File: src/rtl/amul_pkg.sv
package amul_pkg;
  localparam int NIB_W  = 4;
  localparam int OP_W   = 2 * NIB_W;
  localparam int PROD_W = 2 * OP_W;
  localparam int SUB_W  = 2 * NIB_W;
  localparam int NUM_PP = 4;
  localparam int SUM_CARRY = 0;
  localparam int SUM_XOR   = 1;
endpackage

File: src/rtl/amul_mul4x2.sv
module amul_mul4x2 #(
  parameter int A_W = 4,
  parameter int B_W = 2,
  localparam int P_W = A_W + B_W
) (
  input  logic [A_W-1:0] a,
  input  logic [B_W-1:0] b,
  output logic [P_W-1:0] p
);
  logic [P_W-1:0] row [B_W];

  for (genvar r = 0; r < B_W; r++) begin : g_row
    assign row[r] = ({{B_W{1'b0}}, a} & {P_W{b[r]}}) << r;
  end

  always_comb begin
    p = '0;
    for (int r = 0; r < B_W; r++) p = p + row[r];
  end
endmodule

File: src/rtl/amul_mul4x4.sv
module amul_mul4x4
  import amul_pkg::*;
(
  input  logic [NIB_W-1:0] x,
  input  logic [NIB_W-1:0] y,
  output logic [SUB_W-1:0] p
);
  localparam int HALF_W = NIB_W / 2;
  localparam int PART_W = NIB_W + HALF_W;

  logic [PART_W-1:0] lo, hi;
  logic c2, c3, s3;
  logic [3:0] upper;

  amul_mul4x2 #(.A_W(NIB_W), .B_W(HALF_W)) lo_i (.a(x), .b(y[HALF_W-1:0]),     .p(lo));
  amul_mul4x2 #(.A_W(NIB_W), .B_W(HALF_W)) hi_i (.a(x), .b(y[NIB_W-1:HALF_W]), .p(hi));

  // bit 2 exact; bit 3 loses its value when all three inputs are set (-8)
  assign c2 = lo[2] & hi[0];
  assign s3 = (lo[3] ^ hi[1] ^ c2) & ~(lo[3] & hi[1] & c2);
  assign c3 = (lo[3] & hi[1]) | (lo[3] & c2) | (hi[1] & c2);
  assign upper = {2'b00, lo[5:4]} + hi[5:2] + {3'b000, c3};

  assign p = {upper, s3, lo[2] ^ hi[0], lo[1:0]};
endmodule

File: src/rtl/amul_colsum.sv
module amul_colsum
  import amul_pkg::*;
#(
  parameter int MODE = SUM_CARRY
) (
  input  logic [SUB_W-1:0]  pp0,
  input  logic [SUB_W-1:0]  pp1,
  input  logic [SUB_W-1:0]  pp2,
  input  logic [SUB_W-1:0]  pp3,
  output logic [PROD_W-1:0] sum
);
  if (MODE == SUM_CARRY) begin : g_carry
    assign sum = {{OP_W{1'b0}}, pp0}
               + {{NIB_W{1'b0}}, pp1, {NIB_W{1'b0}}}
               + {{NIB_W{1'b0}}, pp2, {NIB_W{1'b0}}}
               + {pp3, {OP_W{1'b0}}};
  end else begin : g_xor
    assign sum[NIB_W-1:0]         = pp0[NIB_W-1:0];
    assign sum[2*NIB_W-1:NIB_W]   = pp0[SUB_W-1:NIB_W] ^ pp1[NIB_W-1:0] ^ pp2[NIB_W-1:0];
    assign sum[3*NIB_W-1:2*NIB_W] = pp1[SUB_W-1:NIB_W] ^ pp2[SUB_W-1:NIB_W] ^ pp3[NIB_W-1:0];
    assign sum[4*NIB_W-1:3*NIB_W] = pp3[SUB_W-1:NIB_W];
  end
endmodule

File: src/rtl/amul_mul8x8.sv
module amul_mul8x8
  import amul_pkg::*;
#(
  parameter int MODE = SUM_CARRY
) (
  input  logic              clk,
  input  logic              rst,
  input  logic [OP_W-1:0]   op_a,
  input  logic [OP_W-1:0]   op_b,
  output logic [PROD_W-1:0] prod
);
  logic [SUB_W-1:0]  pp [NUM_PP];
  logic [PROD_W-1:0] sum;

  // index bit 0 picks the high nibble of op_a, bit 1 the high nibble of op_b
  for (genvar i = 0; i < NUM_PP; i++) begin : g_sub
    logic [NIB_W-1:0] xs, ys;
    assign xs = (i % 2 == 1) ? op_a[OP_W-1:NIB_W] : op_a[NIB_W-1:0];
    assign ys = (i / 2 == 1) ? op_b[OP_W-1:NIB_W] : op_b[NIB_W-1:0];
    amul_mul4x4 sub_i (.x(xs), .y(ys), .p(pp[i]));
  end

  amul_colsum #(.MODE(MODE)) sum_i (
    .pp0(pp[0]), .pp1(pp[1]), .pp2(pp[2]), .pp3(pp[3]), .sum(sum)
  );

  always_ff @(posedge clk) begin
    if (rst) prod <= '0;
    else     prod <= sum;
  end
endmodule

File: config.mk
export PLATFORM = sky130hd
export DESIGN_NAME = amul_mul8x8
export DESIGN_NICKNAME = d
export VERILOG_FILES = /design/src/rtl/amul_pkg.sv /design/src/rtl/amul_mul4x2.sv /design/src/rtl/amul_mul4x4.sv /design/src/rtl/amul_colsum.sv /design/src/rtl/amul_mul8x8.sv
export SDC_FILE = /design/constraint.sdc
export NUM_CORES = 1
export LEC_CHECK = 0
export BUFFER_PORTS_ARGS = -buffer_cell sky130_fd_sc_hd__buf_2
export CAP_MARGIN = 25
export CORE_ASPECT_RATIO = 0.9
export CORE_UTILIZATION = 30
export CTS_CLUSTER_DIAMETER = 80
export CTS_CLUSTER_SIZE = 14
export DETAILED_ROUTE_END_ITERATION = 6
export GPL_TIMING_DRIVEN = 0
export PLACE_DENSITY_LB_ADDON = 0.2
export RECOVER_POWER = 25
export SLEW_MARGIN = 5
export SYNTH_ARGS = -nofsm -noshare
export SYNTH_HDL_FRONTEND = slang
export SYNTH_SLANG_ARGS = --single-unit
File: constraint.sdc
create_clock -name clk -period 15.46 [get_ports clk]
set_input_delay 3.092 -clock clk [delete_from_list [all_inputs] [get_ports clk]]
set_output_delay 3.092 -clock clk [all_outputs]
set_load 0.05 [all_outputs]
==> results.md <==
- The flow ran to the end, and the final reports show no timing, DRC or antenna violations.
- The number of DRC markers after the initial detailed-route iteration is 92.
- In the final layout, the registers with the most flip-flops are prod: 16 flops.
- The final critical path takes up 55.2% of the cycle.
- The detail route stage leaves a number of antenna-violating nets equal to 0.
- The die is 108 um wide.
- The sequential cell area is 320 um^2.
- The die is 97.2 um tall.
- The maximum number of pins on one net before global-route repair is 11.
- The kind of end point of the critical path is a flip-flop.
- Cells with a size suffix above 1 make up 11.4% of the layout.
- The first TritonRoute pass finished after 4 iterations.
- The area share of the largest cell type after synthesis is 22.4%.
- The number of global-route vias before repair is 2306.
- The number of buffers and inverters on the critical path is 4.
- The synthesized cell area is 3020 um^2.
- Traced cell by cell, the critical path runs through clkbuf_1 -> and2_1 -> ha_1 -> fa_1 -> xor2_1 -> fa_1 -> inv_1 -> fa_1 -> fa_1 -> inv_1 -> fa_1 -> a21o_1 -> a21oi_1 -> nor3_1 -> xnor2_1 -> fa_1 -> inv_1 -> ha_1 -> a21o_1 -> o21bai_2 -> a31oi_1 -> mux2_1.
- In this run the number of H-tree levels came out at 1.
- After technology mapping, the gate count stands at 333.
- The worst slew margin relative to its limit is 60.5%.
- At the worst endpoint, the required time is 15.59 ns.
- The number of buffers created by CTS is 3.
- The per-instance average area after synthesis is 9.07 um^2.
- The cell area power density is 110 nW/um^2.
- After floorplanning, the core was divided into 34 placement rows.
- The peak fanout along the critical path is 8.
- Counting every net in the synthesized netlist gives 431.
- The total count of hold-check failures in the final report is 0.
- The max-cap check violation count is 0.
- The commonest non-fill, non-tap cell in the layout is and2_1.
- The gate family responsible for the most delay along the worst path is adder cells.
- By startpoint and endpoint, the worst setup path is classified as input pin to flip-flop.
- The overall overflow remaining after global route is 0.
- The worst setup path endpoint is prod[13].
- Counting the fill cells in the layout gives 1050.
- 0 antenna diodes ended up in the layout.
- For this design, the CTS-stage hold fixing added 0 buffers.
- The placer congestion estimate is 0.733.
- In the post-synthesis netlist, the biggest area contributors are ha_1, fa_1, and2_1.
- Of the synthesized area, sequential elements account for 10.6%.
- Timing would allow up to 117 MHz.
- After detailed placement, the total cell area comes to 3340 um^2.
- After routing the design area is 3370 um^2.
- The distinct cell type count after synthesis is 42.
- The register with the most flip-flops in the final layout is prod.
- The clock root buffer is clkbuf_8.
- The leading register cell type out of synthesis is dfxtp_1.
- The routed length per instance is 12.3 um.
- The summed negative setup slack over all endpoints is 0 ns.
- The count of buffers added on input and output ports is 32.
- On the worst path, the slowest cell contributes a delay of 0.55 ns.
- The completed layout was analyzed and its total power is 370 uW.
- The via count is 2241.
- The final-stage net count is 468.
- Once the floorplan was initialized, standard cells occupied 31.0% of the core.
- Synthesis inferred 16 register bits.
- The number of instances resized during post-cts repair is 0.
- The TritonCTS clock tree is done.
- The all-layer global routing usage is 13.0%.
- The number of slew-limit violations in the final report is 0.
- The number of enable-type register cells in the synthesized netlist is 0.
- Setup violations remaining at the end of the flow were counted as 0.
- The worst hold path passes through 3 cells.
- The utilization after layout is 34.6%.
- STA classifies the critical path startpoint as an input pin.
- The worst hold-check path type is input pin to flip-flop.
- The standard cell with the maximum stage delay on the critical path is fa_1.
- The cell taking the most area after synthesis is ha_1.
- For the finished layout, the period the worst path requires is 8.53 ns.
- Leaving out fill and tap cells, the most frequent cells in the layout are and2_1, ha_1, inv_1.
- After detailed routing, the number of remaining DRC violations is 0.
- Setup repair after global routing left no endpoint under its margin.
- The number of placed I/O pins is 34.
- The number of logic stages on the critical path including buffering is 22.
- The detail-routed via count per cell is 4.54.
- During synthesis, Yosys emitted a total of 0 warnings.
- The leakage dissipation is 0.00177 uW.
- Detailed placement finished with a half-perimeter wire length of 5240 um.
- For this block, the routed nets add up to 6100 um of wire.
- The worst vdd rail ir drop is 0.0659 mV.
- The cell count after placement is 491.
- The number of flip-flops under the largest register name is 16.
- After synthesis, the share of flip-flops with an asynchronous set or reset is 0%.
- The clock transition time at the flip-flop clock pins of the worst setup and hold paths is 0.06 ns.
- In the final layout, the multi-input gates occupy 2560 um^2.
- Leaving out filler cells and counting taps, the final layout contains 494.
- For the pin with the worst max-slew slack, the measured transition is 0.595 ns.
- The data arrival time of the critical path is 8.66 ns.
- Counting stages on the worst path, the most repeated cell is fa_1.
- The initial antenna violation count is 0.
- Counting along the longest clock path gives a buffer depth of 2.
- The floorplan die area is 10500 um^2.
- The number of buffers inserted to repair setup after CTS is 0.
- The core region area is 9740 um^2.
- The count of clock tree sinks is 16.
- The area growth from synthesis to layout is 11.6%.
- In this run the worst setup path begins at op_a[0].
- The first global-routing pass estimated 10900 um of wire.
==> cells in the mapped netlist (2+ instances only) <==
cell	instances
and2_1	55
ha_1	54
inv_1	34
fa_1	26
a21oi_1	18
xnor2_1	18
a21o_1	17
nor2_1	17
dfxtp_1	16
nor2b_1	13
xor2_1	13
nand2_1	11
a211oi_1	3
and3_1	3
a21boi_0	2
a21oi_2	2
nand2_2	2
nand3_1	2
o21a_1	2
o21ai_0	2
xnor2_2	2
==> cell type report <==
type                    instances  area share, %
flip-flops and latches         16           9.50
repair buffers                 32           4.45
plain buffers                   2          0.445
multi-input cells             281           75.9
clock buffers                   3           1.22
inverters                      34           3.79
well taps                     126           4.68
==> where the power goes <==
group / internal (uW) / leakage, uW / switching (uW)
Combinational: 111 / 0.00161 / 171
Sequential: 54.6 / 0.000133 / 2.43
Clock: 17.3 / 0.0000216 / 13.3
Total: 183 / 0.00177 / 187
==> routing by layer <==
| layer | global-route usage, % | up-vias | wire length [um] |
|---|---|---|---|
| met4 | 2.85 | 0 | 52 |
| met3 | 0.939 | 5 | 270 |
| li1 | - | 1175 | - |
| met1 | 18.9 | 1024 | 3220 |
| met5 | 0 | - | 0 |
| met2 | 20.7 | 37 | 2550 |
==> through the flow <==
stage / hold WS [ns] / worst slack [ns]
finish: 3.14 / 6.93
CTS: 3.12 / 6.96
global route: 3.16 / 6.62
detailed placement: 3.38 / 6.71
global placement: 3.39 / 6.74
floorplan: 3.16 / 7.25
==> how the worst min path moves through the flow <==
stage                     startpoint       to  slack (ns)
after floorplan                  rst  prod[1]        3.16
after global placement           rst  prod[6]        3.39
after detailed placement         rst  prod[4]        3.38
after CTS                        rst  prod[4]        3.12
after global routing         op_b[0]  prod[0]        3.16
final                        op_b[0]  prod[0]        3.14
==> logic make-up after synthesis <==
family          after synthesis  share of synthesized area, %
flops                        16                          10.6
mux                           2                         0.704
buf+inv                      36                          4.72
fa+ha+maj                    80                          39.6
xor+xnor                     34                          10.6
simple gates                107                          20.2
compound gates               58                          13.6
==> tightest hold or removal path, cell delays in order <==
cell	delay [ns]
buf_2	0.15
nand2_1	0.07
nor2_1	0.04
(Power assumes the default switching activity.)
